File: src/rtl/sp_merge_pkg.sv
package sp_merge_pkg;
  typedef enum logic {OP_RD = 1'b0, OP_WR = 1'b1} op_e;
endpackage

File: src/rtl/sp_span_mask.sv
module sp_span_mask #(
  parameter int SP_LOG2 = 16,
  parameter int CH_LOG2 = 13,
  localparam int NCH  = 1 << (SP_LOG2 - CH_LOG2),
  localparam int CI_W = SP_LOG2 - CH_LOG2
) (
  input  logic [SP_LOG2-1:0] off_i,
  input  logic [SP_LOG2:0]   len_i,
  output logic [NCH-1:0]     mask_o
);
  logic [SP_LOG2:0] end_off;
  logic [CI_W-1:0]  first_c, last_c;
  logic [NCH-1:0]   lo_m, hi_m;

  assign end_off = {1'b0, off_i} + len_i - 1'b1;
  assign first_c = off_i[SP_LOG2-1:CH_LOG2];
  // clip a span that runs past the super-page end
  assign last_c  = end_off[SP_LOG2] ? {CI_W{1'b1}} : end_off[SP_LOG2-1:CH_LOG2];
  assign lo_m    = {NCH{1'b1}} << first_c;
  assign hi_m    = {NCH{1'b1}} >> (CI_W'(NCH - 1) - last_c);
  assign mask_o  = lo_m & hi_m;
endmodule

File: src/rtl/sp_merge_match.sv
module sp_merge_match #(
  parameter int DEPTH  = 4,
  parameter int PAGE_W = 16
) (
  input  logic [DEPTH-1:0]             e_valid_i,
  input  logic [DEPTH-1:0]             e_wr_i,
  input  logic [DEPTH-1:0]             e_open_i,
  input  logic [DEPTH-1:0]             e_lock_i,
  input  logic [DEPTH-1:0][PAGE_W-1:0] e_page_i,
  input  logic [PAGE_W-1:0]            req_page_i,
  input  logic                         req_wr_i,
  output logic [DEPTH-1:0]             merge_o,
  output logic [DEPTH-1:0]             same_o,
  output logic                         wr_conf_o
);
  logic [DEPTH-1:0] wr_same;

  for (genvar gi = 0; gi < DEPTH; gi++) begin : g_ent
    assign same_o[gi]  = e_valid_i[gi] && (e_page_i[gi] == req_page_i);
    assign merge_o[gi] = same_o[gi] && e_open_i[gi] && !e_lock_i[gi] &&
                         (e_wr_i[gi] == req_wr_i);
    assign wr_same[gi] = same_o[gi] && e_wr_i[gi];
  end

  assign wr_conf_o = |wr_same;
endmodule

File: src/rtl/sp_last_read.sv
module sp_last_read #(
  parameter int PAGE_W = 16
) (
  input  logic              clk_i,
  input  logic              rst_ni,
  input  logic              fill_i,
  input  logic [PAGE_W-1:0] fill_page_i,
  input  logic              wr_i,
  input  logic [PAGE_W-1:0] wr_page_i,
  input  logic [PAGE_W-1:0] look_page_i,
  output logic              hit_o
);
  logic              vld_q;
  logic [PAGE_W-1:0] page_q;

  always_ff @(posedge clk_i or negedge rst_ni) begin
    if (!rst_ni) begin
      vld_q  <= 1'b0;
      page_q <= '0;
    end else if (fill_i && !(wr_i && wr_page_i == fill_page_i)) begin
      vld_q  <= 1'b1;
      page_q <= fill_page_i;
    end else if (wr_i && wr_page_i == page_q) begin
      vld_q  <= 1'b0;
    end
  end

  assign hit_o = vld_q && (page_q == look_page_i);
endmodule

File: src/rtl/sp_merge_queue.sv
module sp_merge_queue
  import sp_merge_pkg::*;
#(
  parameter int ADDR_W      = 32,
  parameter int SP_BYTES    = 65536,
  parameter int CHUNK_BYTES = 8192,
  parameter int DEPTH       = 4,
  parameter int NUM_TAGS    = 8
) (
  input  logic                                  clk_i,
  input  logic                                  rst_ni,
  input  logic                                  req_valid_i,
  output logic                                  req_ready_o,
  input  logic                                  req_write_i,
  input  logic [ADDR_W-1:0]                     req_addr_i,
  input  logic [$clog2(SP_BYTES):0]             req_len_i,
  input  logic [$clog2(NUM_TAGS)-1:0]           req_tag_i,
  output logic                                  iss_valid_o,
  input  logic                                  iss_ready_i,
  output logic                                  iss_write_o,
  output logic [ADDR_W-$clog2(SP_BYTES)-1:0]    iss_page_o,
  output logic [SP_BYTES/CHUNK_BYTES-1:0]       iss_mask_o,
  input  logic                                  cmp_valid_i,
  output logic [NUM_TAGS-1:0]                   done_o
);
  localparam int SP_LOG2 = $clog2(SP_BYTES);
  localparam int CH_LOG2 = $clog2(CHUNK_BYTES);
  localparam int NCH     = SP_BYTES / CHUNK_BYTES;
  localparam int PAGE_W  = ADDR_W - SP_LOG2;
  localparam int PTR_W   = $clog2(DEPTH);
  localparam int CNT_W   = $clog2(DEPTH + 1);

  op_e                          e_op [DEPTH];
  logic [DEPTH-1:0]             e_valid, e_open, e_wait, e_wr, e_issued, e_lock;
  logic [DEPTH-1:0][PAGE_W-1:0] e_page;
  logic [DEPTH-1:0][NCH-1:0]    e_mask;
  logic [DEPTH-1:0][NUM_TAGS-1:0] e_tags;
  logic [PTR_W-1:0]             head_q, tail_q, iss_idx;
  logic [CNT_W-1:0]             cnt_q, nis_q;
  logic [NUM_TAGS-1:0]          hit_q, tag_bit;

  logic [PAGE_W-1:0] req_page;
  logic [NCH-1:0]    span;
  logic [DEPTH-1:0]  merge_vec, same_vec;
  logic              wr_conf, acc, iss_fire, cache_hit, rd_hit, do_merge, alloc, fill;

  assign req_page  = req_addr_i[ADDR_W-1:SP_LOG2];
  assign tag_bit   = NUM_TAGS'(1) << req_tag_i;
  assign iss_idx   = head_q + PTR_W'(nis_q);
  assign iss_fire  = iss_valid_o && iss_ready_i;

  always_comb begin
    for (int i = 0; i < DEPTH; i++) begin
      e_wr[i]     = (e_op[i] == OP_WR);
      e_issued[i] = ({1'b0, PTR_W'(PTR_W'(i) - head_q)} < nis_q);
      // an entry about to retire, or a write already sent, takes no merge
      e_lock[i]   = (cmp_valid_i && PTR_W'(i) == head_q) ||
                    (e_wr[i] && (e_issued[i] || (iss_fire && PTR_W'(i) == iss_idx)));
    end
  end

  sp_span_mask #(.SP_LOG2(SP_LOG2), .CH_LOG2(CH_LOG2)) u_span (
    .off_i  (req_addr_i[SP_LOG2-1:0]),
    .len_i  (req_len_i),
    .mask_o (span)
  );

  sp_merge_match #(.DEPTH(DEPTH), .PAGE_W(PAGE_W)) u_match (
    .e_valid_i  (e_valid),
    .e_wr_i     (e_wr),
    .e_open_i   (e_open),
    .e_lock_i   (e_lock),
    .e_page_i   (e_page),
    .req_page_i (req_page),
    .req_wr_i   (req_write_i),
    .merge_o    (merge_vec),
    .same_o     (same_vec),
    .wr_conf_o  (wr_conf)
  );

  assign fill = cmp_valid_i && !e_wr[head_q] && e_open[head_q];

  sp_last_read #(.PAGE_W(PAGE_W)) u_last (
    .clk_i       (clk_i),
    .rst_ni      (rst_ni),
    .fill_i      (fill),
    .fill_page_i (e_page[head_q]),
    .wr_i        (acc && req_write_i),
    .wr_page_i   (req_page),
    .look_page_i (req_page),
    .hit_o       (cache_hit)
  );

  assign req_ready_o = (cnt_q != CNT_W'(DEPTH));
  assign acc         = req_valid_i && req_ready_o;
  assign rd_hit      = cache_hit && !req_write_i;
  assign do_merge    = !rd_hit && (|merge_vec);
  assign alloc       = acc && !rd_hit && !do_merge;

  // a read held behind a write leaves only with nothing in flight
  assign iss_valid_o = (cnt_q > nis_q) && (!e_wait[iss_idx] || nis_q == '0);
  assign iss_write_o = e_wr[iss_idx];
  assign iss_page_o  = e_page[iss_idx];
  assign iss_mask_o  = e_mask[iss_idx];
  assign done_o      = hit_q | (cmp_valid_i ? e_tags[head_q] : '0);

  always_ff @(posedge clk_i or negedge rst_ni) begin
    if (!rst_ni) begin
      e_valid <= '0;
      e_open  <= '0;
      e_wait  <= '0;
      e_page  <= '0;
      e_mask  <= '0;
      e_tags  <= '0;
      for (int i = 0; i < DEPTH; i++) e_op[i] <= OP_RD;
      head_q  <= '0;
      tail_q  <= '0;
      cnt_q   <= '0;
      nis_q   <= '0;
      hit_q   <= '0;
    end else begin
      hit_q <= (acc && rd_hit) ? tag_bit : '0;
      if (cmp_valid_i) e_valid[head_q] <= 1'b0;
      if (acc && do_merge) begin
        for (int i = 0; i < DEPTH; i++) begin
          if (merge_vec[i]) begin
            e_tags[i] <= e_tags[i] | tag_bit;
            if (req_write_i) e_mask[i] <= e_mask[i] | span;
          end
        end
      end
      if (alloc) begin
        for (int i = 0; i < DEPTH; i++) if (same_vec[i]) e_open[i] <= 1'b0;
        e_valid[tail_q] <= 1'b1;
        e_open[tail_q]  <= 1'b1;
        e_op[tail_q]    <= req_write_i ? OP_WR : OP_RD;
        e_wait[tail_q]  <= !req_write_i && wr_conf;
        e_page[tail_q]  <= req_page;
        e_mask[tail_q]  <= req_write_i ? span : {NCH{1'b1}};
        e_tags[tail_q]  <= tag_bit;
        tail_q          <= tail_q + 1'b1;
      end
      if (cmp_valid_i) head_q <= head_q + 1'b1;
      cnt_q <= cnt_q + CNT_W'(alloc) - CNT_W'(cmp_valid_i);
      nis_q <= nis_q + CNT_W'(iss_fire) - CNT_W'(cmp_valid_i);
    end
  end


  merge_onehot_chk: assert property (@(posedge clk_i) disable iff (!rst_ni)
    $onehot0(merge_vec));

  span_nonzero_chk: assert property (@(posedge clk_i) disable iff (!rst_ni)
    acc |-> span != '0);

  cache_fresh_chk: assert property (@(posedge clk_i) disable iff (!rst_ni)
    (acc && rd_hit) |-> !wr_conf);

  full_hold_chk: assert property (@(posedge clk_i) disable iff (!rst_ni)
    (cnt_q == CNT_W'(DEPTH) && !cmp_valid_i) |=> cnt_q == CNT_W'(DEPTH));

  cmp_inflight_chk: assert property (@(posedge clk_i) disable iff (!rst_ni)
    cmp_valid_i |-> nis_q != '0);

  done_on_cmp_chk: assert property (@(posedge clk_i) disable iff (!rst_ni)
    cmp_valid_i |-> done_o != '0);

  iss_hold_chk: assert property (@(posedge clk_i) disable iff (!rst_ni)
    (iss_valid_o && !iss_ready_i) |=>
      (iss_valid_o && $stable(iss_page_o) && $stable(iss_write_o)));

  rd_full_mask_chk: assert property (@(posedge clk_i) disable iff (!rst_ni)
    (iss_valid_o && !iss_write_o) |-> &iss_mask_o);
endmodule

File: config.mk
export PLATFORM = sky130hd
export DESIGN_NAME = sp_merge_queue
export DESIGN_NICKNAME = d
export VERILOG_FILES = /design/src/rtl/sp_merge_pkg.sv /design/src/rtl/sp_span_mask.sv /design/src/rtl/sp_merge_match.sv /design/src/rtl/sp_last_read.sv /design/src/rtl/sp_merge_queue.sv
export SDC_FILE = /design/constraint.sdc
export NUM_CORES = 1
export LEC_CHECK = 0
export BUFFER_PORTS_ARGS = -buffer_cell sky130_fd_sc_hd__buf_2
export CELL_PAD_IN_SITES_DETAIL_PLACEMENT = 1
export CELL_PAD_IN_SITES_GLOBAL_PLACEMENT = 2
export CORE_MARGIN = 3
export CORE_UTILIZATION = 44
export CTS_BUF_LIST = sky130_fd_sc_hd__clkbuf_8
export DETAILED_ROUTE_END_ITERATION = 7
export PLACE_DENSITY = 0.95
export SKIP_LAST_GASP = 1
export SYNTH_ARGS = -nofsm -noshare
export SYNTH_HDL_FRONTEND = slang
export SYNTH_SLANG_ARGS = --single-unit
File: constraint.sdc
create_clock -name clk_i -period 10.9 [get_ports clk_i]
set_input_delay 0.545 -clock clk_i [delete_from_list [all_inputs] [get_ports clk_i]]
set_output_delay 0.545 -clock clk_i [all_outputs]
set_load 0.02 [all_outputs]
==> results.tsv <==
stage	metric	value	unit
layout	layout cell share with drive strength beyond 1	19.3	%
routing	Detailed Route WL	33.7	mm
logic_synthesis	most used flip-flop cell after synthesis	dfrtp_1	
layout	final std cells w/o fill	1498	
sta	Highest Clock Rate	191	MHz
routing	DRT Pass-1 Iters	5	
place	GP Congestion	0.861	
place	DP Wirelength	22.9	mm
floorplanning	Initial Util	45.2	%
clock_network	H-tree depth	4	
layout	n_diodes	0	
logic_synthesis	mean post-synth cell area	10.1	um2
logic_synthesis	top cells by area, synth	dfrtp_1 (40%), mux4_2 (10%), nand2_1 (8.9%), ha_1 (5.6%), xnor2_1 (4.3%)	
power_and_ir_drop	worst ir drop on vdd	0.159	mV
worst_setup_path	Cell Chain, Critical Path	buf_4 -> inv_1 -> ha_1 -> xor2_4 -> buf_4 -> mux4_2 -> o31ai_2 -> nand4_1 -> a222oi_1 -> buf_4 -> and3_1 -> nand2_1 -> o32a_1	
place	Cells after DPL	1466	
sta	Worst Skew	21.6	ps
clock_network	total CTS buffers	17	
layout	Final nets	1271	
layout	Area Growth Syn to Fin	8.98	%
worst_setup_path	CP max FO	30	
worst_setup_path	Crit path largest cell delay	1110	ps
layout	Multi-input gate area	6030	um2
worst_setup_path	Crit path arrival time	5600	ps
clock_network	clock-pin slew on the worst setup and hold paths	110	ps
worst_setup_path	Data required, critical path	11270	ps
layout	FILL cells	2819	
floorplanning	num ports	93	
logic_synthesis	FF+latch count, synth	179	
logic_synthesis	Net Count, Synth	1213	
global_routing	GRT overflow	0	
routing	drt first-iter violations	789	
worst_setup_path	worst r2r path cells	13	
logic_synthesis	Post-synth EDFFs	0	
logic_synthesis	synthesized area	11100	um2
worst_setup_path	Worst path depth	13	
routing	DR vias/cell	5.93	
floorplanning	die area	27200	um2
clock_network	Root Driver	clkbuf_8	
sta	Relative slew margins	9.13	%
logic_synthesis	Synth top cells by count	nand2_1 (265), dfrtp_1 (179), inv_1 (79)	
global_routing	largest net degree at the start of global routing	112	
global_routing	first-pass GRT wire length	53.8	mm
clock_network	hold_buf cts	0	
clock_network	Clock Latency Late Sink	490	ps
logic_synthesis	top cell type's share of synthesized area	40.2	%
logic_synthesis	yosys warns	0	
place	IO buf count	92	
sta	Max Slew Vio Count	0	
clock_network	clock tree sinks	179	
logic_synthesis	Synth cell types	63	
place	pre-CTS setup slack	5800	ps
layout	Reg area	4480	um2
worst_setup_path	crit path launch	head_q[1]	
worst_setup_path	CP top delay family	simple AND/OR/NAND/NOR gates	
sta	hold slack	207	ps
routing	via count	8882	
floorplanning	die width	165	um
sta	Period minus WS final	5230	ps
global_routing	initial antenna violation count	0	
clock_network	Setup Buffers After CTS	0	
worst_setup_path	crit path max-delay cell type	and3_1	
worst_setup_path	critical path class	reg2reg	
floorplanning	Die Height	165	um
power_and_ir_drop	pwr dens	323	nW/um2
sta	# setup viols final	0	
clock_network	maximum root-to-sink buffer count	2	
min_path	worst min path class	in2async	
logic_synthesis	Async SR Flop Fraction	100	%
worst_setup_path	startpoint types	flop	
worst_setup_path	R2R Setup Slk	5670	ps
flow_run	Max Cap Viol	0	
routing	drt drc	0	
logic_synthesis	Synth area leader	dfrtp_1	
power_and_ir_drop	Lkg Pwr	0.00581	uW
floorplanning	core area	24600	um2
logic_synthesis	Mapped Cells	1103	
sta	final worst slack	5670	ps
logic_synthesis	Seq/Total Area, Yosys	40.2	%
power_and_ir_drop	Power Total	3920	uW
routing	remaining antenna violation count	0	
global_routing	gr usage total	25.7	%
sta	RSZ-0062 raised after global routing	false	
run_status	outcome	completed	
sta	fin crit share	48.0	%
sta	Fin. Hold Viols	0	
floorplanning	Rows	57	
logic_synthesis	count leader, synth	nand2_1	
worst_setup_path	Reg2Reg Launch Point	head_q[1]	
routing	routed len/inst	22.5	um
worst_setup_path	CP bufs+invs	4	
sta	TNS Setup	0	ps
sta	Slew @ Worst Pin	1360	ps
worst_setup_path	crit end category	flop	
clock_network	TritonCTS clock tree	done	
worst_setup_path	crit path to	e_mask[29]	
worst_setup_path	r2r endpoint	e_mask[29]	
worst_setup_path	Top cell by count, worst path	buf_4	
global_routing	number of global-route vias before repair	9494	
clock_network	Resized cells post-CTS	0	
[per-stage QoR]
step	util [%]	instance area, um2
after floorplan	-	11100
after global placement	47.7	11700
after detailed placement	47.7	11700
after CTS	49.3	12100
after global routing	49.3	12100
final	49.3	12100
[where the power goes]
| group | leakage [uW] | switching (uW) | internal [uW] |
|---|---|---|---|
| combinational | 0.00342 | 1260 | 969 |
| clock | 0.000199 | 298 | 173 |
| sequential | 0.00220 | 273 | 948 |
| total | 0.00581 | 1830 | 2090 |
[state kept, by name, indices dropped and copies added (netlist names), 3 cells and up]
| register | flops |
|---|---|
| hit_q | 8 |
| e_valid | 4 |
| e_open | 4 |
| e_page | 64 |
| cnt_q | 3 |
| nis_q | 3 |
| u_last.page_q | 16 |
| e_tags | 32 |
| e_mask | 32 |
| e_op | 4 |
| e_wait | 4 |
[kinds of logic (layout without fill, tap and decap cells)]
kind of cell	Yosys count	count (layout)	synth area share (%)
xor gates and xnor gates	107	107	8.49
AOI/OAI and AO/OA	154	154	11.0
DFF	179	179	40.2
buffers and inverters	140	211	5.74
muxes	67	67	11.8
and+or+nand+nor	404	404	16.8
adders and majority gates	52	52	5.98
[cell type report]
class / instances / area share (%)
multi-input combinational: 784 / 49.7
sequential: 179 / 36.9
timing repair buffer: 100 / 4.34
tap: 324 / 3.34
inverter: 79 / 2.44
clock buffer: 17 / 1.93
clock inverter: 15 / 1.29
[how the worst min path moves through the flow]
stage               startpoint          endpoint  slack, ps  depth (start not counted)
floorplan               rst_ni          cnt_q[0]        250                          0
global placement    e_valid[2]        e_valid[2]        460                          2
detailed placement  e_valid[2]        e_valid[2]        470                          2
CTS                     rst_ni        e_page[15]        260                          1
global route            rst_ni  u_last.page_q[1]        270                          1
finish                  rst_ni        e_page[15]        210                          1
[layer usage]
metal	global-route usage, %	vias up	share of wire [%]
met2	42.9	302	49
met4	8.12	0	2.4
met1	34.6	4570	43
met3	4.09	59	5.8
met5	0	-	0
li1	-	3951	-
[worst register-to-register path: stages, from the launching register on]
cell	delay, ps
dfrtp_1	340
buf_4	420
inv_1	180
ha_1	500
xor2_4	160
buf_4	440
mux4_2	410
o31ai_2	150
nand4_1	250
a222oi_1	380
buf_4	280
and3_1	1110
nand2_1	270
o32a_1	240
[placed cells by master (no fill, tap or decap), types with 21 or more instances in the layout]
| cell | netlist | layout |
|---|---|---|
| nand2_1 | 265 | 265 |
| dfrtp_1 | 179 | 178 |
| buf_2 | 28 | 91 |
| inv_1 | 79 | 79 |
| xnor2_1 | 55 | 55 |
| mux4_2 | 50 | 50 |
| xor2_1 | 51 | 50 |
| ha_1 | 50 | 50 |
| a22o_1 | 36 | 36 |
| nor2_1 | 31 | 31 |
| and3_1 | 21 | 21 |
Note: power is estimated with default switching activity, not from simulation.
